[src/rtl/elsec_pkg.sv]
package elsec_pkg;

  localparam logic [1:0] EL_TOP = 2'd3;

  typedef enum logic [2:0] {
    ACC_CACHE      = 3'd0,
    ACC_DEV_STRICT = 3'd1,
    ACC_DEV_GRE    = 3'd2,
    ACC_NORM_NC    = 3'd3,
    ACC_EXCL_SH    = 3'd4,
    ACC_WALK       = 3'd5
  } accClass_e;

  typedef struct packed {
    logic       loadEl;
    logic [1:0] nextEl;
    logic       flagEntry;
    logic       flagRet;
    logic       loadCfg;
  } ctlStrobe_t;

  function automatic logic privFor(logic [1:0] el, logic [2:0] cls, logic isWr);
    logic p;
    if (el != 2'd0) begin
      p = 1'b1;
    end else begin
      case (cls)
        ACC_DEV_STRICT: p = 1'b0;
        ACC_DEV_GRE:    p = isWr;
        ACC_NORM_NC:    p = isWr;
        ACC_EXCL_SH:    p = 1'b0;
        default:        p = 1'b1;
      endcase
    end
    return p;
  endfunction

endpackage

[src/rtl/elsec_ctrl.sv]
module elsec_ctrl
  import elsec_pkg::*;
(
  input  logic [1:0] curEl,
  input  logic       excEntryReq,
  input  logic [1:0] excEntryTgt,
  input  logic       excRetReq,
  input  logic [1:0] excRetTgt,
  input  logic       cfgWrEn,
  output ctlStrobe_t strb
);

  logic entryOk;
  logic retOk;

  assign entryOk = (excEntryTgt >= curEl);
  assign retOk   = (excRetTgt <= curEl);

  always_comb begin
    strb = '0;
    strb.nextEl = curEl;
    if (excEntryReq) begin
      if (entryOk) begin
        strb.loadEl = 1'b1;
        strb.nextEl = excEntryTgt;
      end else begin
        strb.flagEntry = 1'b1;
      end
    end else if (excRetReq) begin
      if (retOk) begin
        strb.loadEl = 1'b1;
        strb.nextEl = excRetTgt;
      end else begin
        strb.flagRet = 1'b1;
      end
    end
    strb.loadCfg = cfgWrEn && (curEl == EL_TOP);
  end

endmodule

[src/rtl/elsec_dp.sv]
module elsec_dp
  import elsec_pkg::*;
#(
  parameter int CFG_W  = 32,
  parameter int READ_W = 64,
  parameter int EL_LSB = 2
) (
  input  logic              clk,
  input  logic              rstN,
  input  ctlStrobe_t        strb,
  input  logic [CFG_W-1:0]  cfgWrData,
  input  logic [2:0]        accClass,
  input  logic              accIsWrite,
  output logic [1:0]        curEl,
  output logic [READ_W-1:0] elReadback,
  output logic [CFG_W-1:0]  cfgRegOut,
  output logic              isSecure,
  output logic              protPriv,
  output logic              protNs,
  output logic              illegalEntry,
  output logic              illegalReturn
);

  localparam int NS_POS = 0;

  logic [1:0]       elQ;
  logic [CFG_W-1:0] cfgQ;
  logic             illEQ;
  logic             illRQ;

  always_ff @(posedge clk or negedge rstN) begin
    if (!rstN) begin
      elQ   <= EL_TOP;
      cfgQ  <= '0;
      illEQ <= 1'b0;
      illRQ <= 1'b0;
    end else begin
      if (strb.loadEl) elQ <= strb.nextEl;
      if (strb.loadCfg) cfgQ <= cfgWrData;
      illEQ <= strb.flagEntry;
      illRQ <= strb.flagRet;
    end
  end

  always_comb begin
    elReadback = '0;
    elReadback[EL_LSB +: 2] = elQ;
  end

  logic secureNow;
  assign secureNow = (elQ == EL_TOP) ? 1'b1 : ~cfgQ[NS_POS];

  assign curEl         = elQ;
  assign cfgRegOut     = cfgQ;
  assign isSecure      = secureNow;
  assign protNs        = ~secureNow;
  assign protPriv      = privFor(elQ, accClass, accIsWrite);
  assign illegalEntry  = illEQ;
  assign illegalReturn = illRQ;

endmodule

[src/rtl/elsec_tracker.sv]
module elsec_tracker
  import elsec_pkg::*;
#(
  parameter int CFG_W  = 32,
  parameter int READ_W = 64
) (
  input  logic              clk,
  input  logic              rstN,
  input  logic              excEntryReq,
  input  logic [1:0]        excEntryTgt,
  input  logic              excRetReq,
  input  logic [1:0]        excRetTgt,
  input  logic              cfgWrEn,
  input  logic [CFG_W-1:0]  cfgWrData,
  input  logic [2:0]        accClass,
  input  logic              accIsWrite,
  output logic [1:0]        curEl,
  output logic [READ_W-1:0] elReadback,
  output logic [CFG_W-1:0]  cfgRegOut,
  output logic              isSecure,
  output logic              protPriv,
  output logic              protNs,
  output logic              illegalEntry,
  output logic              illegalReturn
);

  ctlStrobe_t strb;

  elsec_ctrl ctrl_i (
    .curEl       (curEl),
    .excEntryReq (excEntryReq),
    .excEntryTgt (excEntryTgt),
    .excRetReq   (excRetReq),
    .excRetTgt   (excRetTgt),
    .cfgWrEn     (cfgWrEn),
    .strb        (strb)
  );

  elsec_dp #(.CFG_W(CFG_W), .READ_W(READ_W), .EL_LSB(2)) dp_i (
    .clk           (clk),
    .rstN          (rstN),
    .strb          (strb),
    .cfgWrData     (cfgWrData),
    .accClass      (accClass),
    .accIsWrite    (accIsWrite),
    .curEl         (curEl),
    .elReadback    (elReadback),
    .cfgRegOut     (cfgRegOut),
    .isSecure      (isSecure),
    .protPriv      (protPriv),
    .protNs        (protNs),
    .illegalEntry  (illegalEntry),
    .illegalReturn (illegalReturn)
  );

endmodule

[config.mk]
export PLATFORM = sky130hd
export DESIGN_NAME = elsec_tracker
export DESIGN_NICKNAME = d
export VERILOG_FILES = /design/src/rtl/elsec_pkg.sv /design/src/rtl/elsec_ctrl.sv /design/src/rtl/elsec_dp.sv /design/src/rtl/elsec_tracker.sv
export SDC_FILE = /design/constraint.sdc
export NUM_CORES = 1
export LEC_CHECK = 0
export ABC_CLOCK_PERIOD_IN_PS = 2400
export BUFFER_PORTS_ARGS = -buffer_cell sky130_fd_sc_hd__clkbuf_2
export CAP_MARGIN = 20
export CORE_UTILIZATION = 36
export CTS_CLUSTER_DIAMETER = 150
export DETAILED_ROUTE_END_ITERATION = 8
export GPL_TIMING_DRIVEN = 0
export HOLD_SLACK_MARGIN = 0.05
export PLACE_DENSITY_LB_ADDON = 0.05
export SYNTH_ARGS = -nofsm -noshare
export SYNTH_HDL_FRONTEND = slang
export SYNTH_SLANG_ARGS = --single-unit
[constraint.sdc]
create_clock -name clk -period 2.4 [get_ports clk]
set_input_delay 0 -clock clk [delete_from_list [all_inputs] [get_ports clk]]
set_output_delay 0 -clock clk [all_outputs]
set_load 0.01 [all_outputs]
# [After elaboration in Yosys (flattened, before gate mapping)]
# Index checks and enable logic that the tools add are counted.
[word_totals] wordCells=33 register_bits=36 input_bits=45
[classes] n_lt_le_gt_ge=2 muxes=12 reduce_logical=7 n_eq_ne=6 n_bitwise=2
[op_table] cell="$mux 3" n=4
[op_table] cell="$mux 1" n=7
[op_table] cell="$eq 3x2->1 const B" n=2
[op_table] cell="$reduce_bool 2->1" n=3
[op_table] cell="$reduce_and 4->1" n=1
[op_table] cell="$reduce_or 2->1" n=2
[op_table] cell="$eq 3x1->1 const B" n=1
[op_table] cell="$eq 3x3->1 const B" n=1
[op_table] cell="$eq 2x2->1 const B" n=1
[op_table] cell="$ge 2x2->1" n=1
[op_table] cell="$le 2x2->1" n=1
[op_table] cell="$ne 2x1->1 const B" n=1
[op_table] cell="$not 1->1" n=2
[op_table] cell="$pmux 1 s2" n=1
[op_table] cell="$logic_and 1x1->1" n=1

# [Longest topological paths before layout]
[depth] ltp_word=5 mapped_depth=6

# [Hierarchy]
# Synthesis repeated with hierarchy kept, for this count alone.
[unflattened] cells_unflattened=173 hier_area_um2=2198.4
[by_module_without_submodules] module="elsec_dp" n_inst=1 cells_per_inst=146 area_each_um2=1993.2
[by_module_without_submodules] module="elsec_ctrl" n_inst=1 cells_per_inst=27 area_each_um2=205.2

# [Worst setup path before layout]
# OpenSTA, ideal clock, no wires.
[synth_path] path_kind="flip-flop to flip-flop" from="register dp_i.elQ[1] (netlist: dp_i.curEl[1])" to="register dp_i.elQ[1] (netlist: dp_i.curEl[1])" stages_incl_launch_ff=7 path_buffers=0 required_time_ps=2317 path_slack_ps=701 arrival_ps=1615 cell_sequence="dfstp_2 -> inv_1 -> ha_1 -> nor2b_1 -> o21ai_1 -> a21oi_1 -> a221o_1"
[synth_between] elab_chain_cells=5
[synth_rtl] item="from (decl)" line_no="elsec_dp.sv:26" rtl="logic [1:0] elQ;"
[synth_rtl] item="from (signal assigned)" line_no="elsec_dp.sv:38" rtl="if (strb.loadEl) elQ <= strb.nextEl;"
[synth_rtl] item="$le 2x2->1" line_no="elsec_ctrl.sv:17" rtl="assign retOk = (excRetTgt <= curEl);"
[synth_rtl] item="$mux 3" line_no="elsec_ctrl.sv:30" rtl="if (retOk) begin"
[synth_rtl] item="$mux 3" line_no="elsec_ctrl.sv:29" rtl="end else if (excRetReq) begin"
[synth_rtl] item="$mux 3" line_no="elsec_ctrl.sv:22" rtl="if (excEntryReq) begin"
[synth_rtl] item="$reduce_and 4->1 (no source line) (*)"
# Mark *: on every way between the ends. The rest lies on a longest branch, timed or not. The select of a mux whose other input is x is not followed.
# A chain may end at the register's enable or synchronous reset.

# [Worst setup path in the final report]
# Ends and elaborated chain as after synthesis.

==> flow_summary_export.csv <==
group,metric,value,unit
clock_network,clockRootBuffer,"clkbuf_8",
setup_path,r2r_cells,6,
place,port_buffers,85,
clock_network,cts.sinks,36,
timing,hold_violations,0,
setup_path,cpMaxStageDelayCell,"dfstp_2",
setup_path,crit_type,"flop to flop",
global_route,grt_max_degree,37,
setup_path,cpPeakStageDelay,600,ps
clock_network,insertion_delay,280,ps
synthesis,ys_ff_latch,36,
clock_network,cts_inserted_buffers,5,
route,drc_errors,0,
min_path,hp-start,"excRetTgt[0]",
synthesis,synth.distinct_cells,22,
final_layout,fillers,477,
timing,setup_viol,0,
synthesis,ys_seq_area_frac,0.430,
route,route.vias.total,1554,
final_layout,drive_above_1_share,0.546,
synthesis,ys.warnings.count,0,
synthesis,syn_avg_cell_area,12.6,um^2
global_route,grt_pass1_wl,6530,um
synthesis,synth_edf_count,0,
power,power.leakage,0.00196,uW
setup_path,cp.required,2610,ps
setup_path,arrival,2000,ps
route,drtAntennaViolNets,0,
place,gp_congestion,0.716,
synthesis,ys.flop_type,"dfrtp_1",
global_route,antenna_found_initial,0,
final_layout,nets,405,
final_layout,layout_commonest_cell,"clkbuf_2",
final_layout,antenna-diode-count,0,
global_route,top_usage_layer,"met2",
setup_path,path_max_fanout,7,
route,wl,4350,um
setup_path,end_kind,"flop",
power,power-per-cell-area,918,mW/mm^2
status,status,"finished, final reports clean",
synthesis,async_reset_ff_frac,1.00,
timing,slew_headroom,0.399,
final_layout,area_growth,57.0,%
run,cap_viol_max_count,0,
die,die_area,0.00615,mm^2
min_path,hp-class,"input pin to flop",
final_layout,mostFrequentLayoutCells,"85 x clkbuf_2, 64 x buf_4, 62 x conb_1",
setup_path,cp-start-kind,"flop",
final_layout,regArea,903,um^2
timing,post-route-period-util,0.746,
global_route,gr-total-overflow,0,
route,dr.first_iter.drc_count,31,
clock_network,clk_pin_slew,70,ps
setup_path,r2r_start,"dp_i.curEl[1]",
final_layout,multi_input_area,898,um^2
route,drt_pre_antenna_iters,4,
synthesis,synth_area,0.00210,mm^2
clock_network,cts_resized,0,
clock_network,post_cts_buffers,0,
die,io_pins,148,
timing,rsz0062_at_grt,"no",
die,row_count,27,
die,initial_core_util,0.377,
clock_network,ctsHtreeMaxLevel,2,
timing,max_freq,0.559,GHz
timing,worstMarginPinSlew,901,ps
global_route,grtUsageMet2,0.251,
min_path,holdPathStages,3,
global_route,grt_pass1_vias,1468,
synthesis,synthCells,167,
place,dp_hpwl,3110,um
clock_network,clock_path_buffers,2,
route,drt-wirelength-per-cell,10.1,um
route,vias_per_cell,3.62,
die,die_height,78.4,um
global_route,track_usage,0.138,
die,die_w,78.4,um
global_route,grt_util_met3,0.0360,
power,finalPower,3030,uW
die,core,0.00557,mm^2
timing,finalSetupTns,0,ps
clock_network,cts_tree,"done",
power,max-vdd-ir-drop,0.000350,V
setup_path,critical_path.cell_chain,"inv_1 -> ha_1 -> nor2b_1 -> o21ai_1 -> a21oi_1 -> a221o_1",
timing,fin_crit,1790,ps
timing,slew_viol_final,0,
timing,clock_skew,2.36,ps
global_route,globalRouteMet1Util,0.151,
setup_path,crit_start,"dp_i.curEl[1]",
## layout make-up
| cell class | count | area share |
|---|---|---|
| timing repair buffer | 121 | 0.238 |
| buffer | 67 | 0.156 |
| inverter | 4 | 0.00455 |
| sequential | 36 | 0.274 |
| clock buffer | 6 | 0.0250 |
| tap | 72 | 0.0273 |
| clock inverter | 2 | 0.00303 |
| multi-input combinational | 121 | 0.272 |
## layer usage
metal	routed length (um)	share of wire
met1	1760	0.41
met2	2180	0.50
met3	372	0.086
met4	25	0.0058
met5	0	0
## state kept, by name, indices dropped and copies added, names as in the netlist
name                cells
dp_i.illegalReturn      1
dp_i.curEl              2
dp_i.cfgRegOut         32
dp_i.illegalEntry       1
## logic make-up after synthesis
logic type / after synthesis / synth area share
buf+inv: 71 / 0.252
other cells: 1 / 0.00178
flops: 36 / 0.430
xor+xnor: 1 / 0.00417
simple gates: 14 / 0.0375
mux: 32 / 0.225
fa+ha+maj: 4 / 0.0238
compound gates: 8 / 0.0262
## metrics by stage
| stage | instance area (um^2) | util | cells | hold slack [ps] | worst slack, ps |
|---|---|---|---|---|---|
| 2_1_floorplan | 2330 | - | 228 | -296 | 701 |
| 4_1_cts | 3300 | 0.592 | 429 | 63.6 | 597 |
| 3_5_place_dp | 2850 | 0.511 | 385 | 175 | 613 |
| 5_1_grt | 3300 | 0.592 | 429 | 77.6 | 462 |
| 3_3_place_gp | 2850 | 0.511 | 385 | 170 | 606 |
| 6_report | 3300 | 0.592 | 429 | 76.5 | 610 |
## Yosys cell counts (2+ instances only)
cell      number  area, um^2
a221o_1        2        20.0
buf_6          3        33.8
mux2_2         2        22.5
buf_4         64         480
nand2_1        3        11.3
nor2b_1        3        18.8
mux2_4        30         450
inv_1          4        15.0
ha_1           4        50.1
dfrtp_1       34         851
and3_1         2        12.5
nand2b_1       2        12.5
a21oi_1        3        15.0
dfstp_2        2        52.6
nor2_1         2        7.51
## worst max-delay path: cells and delay by family (launching register included)
family                     cells  cell delay, ps
and+or+nand+nor                1             130
adders and majority gates      1             280
AOI/OAI and AO/OA              3             630
buffers and inverters          1              80
DFF                            1             600
## report_power, final
group,switching (uW),internal (uW),total [uW]
combinational,622,868,1490
clock,203,229,431
sequential,186,922,1110
## what timing repair did
| item | CTS | global route |
|---|---|---|
| setup endpoints to repair | 0 | 0 |
| hold endpoints to repair | 70 | 0 |
| hold buffers | 36 | 0 |
## final timing paths
path,end,slack [ps]
worst max-delay path,dp_i.curEl[1],610
worst min-delay path,dp_i.curEl[0],80
worst max register to register,dp_i.curEl[1],610
worst min register to register,dp_i.cfgRegOut[11],510
max in group asynchronous,dp_i.cfgRegOut[30],1440
min in group asynchronous,dp_i.cfgRegOut[21],400
No activity file was read; power rests on OpenSTA's default activity.
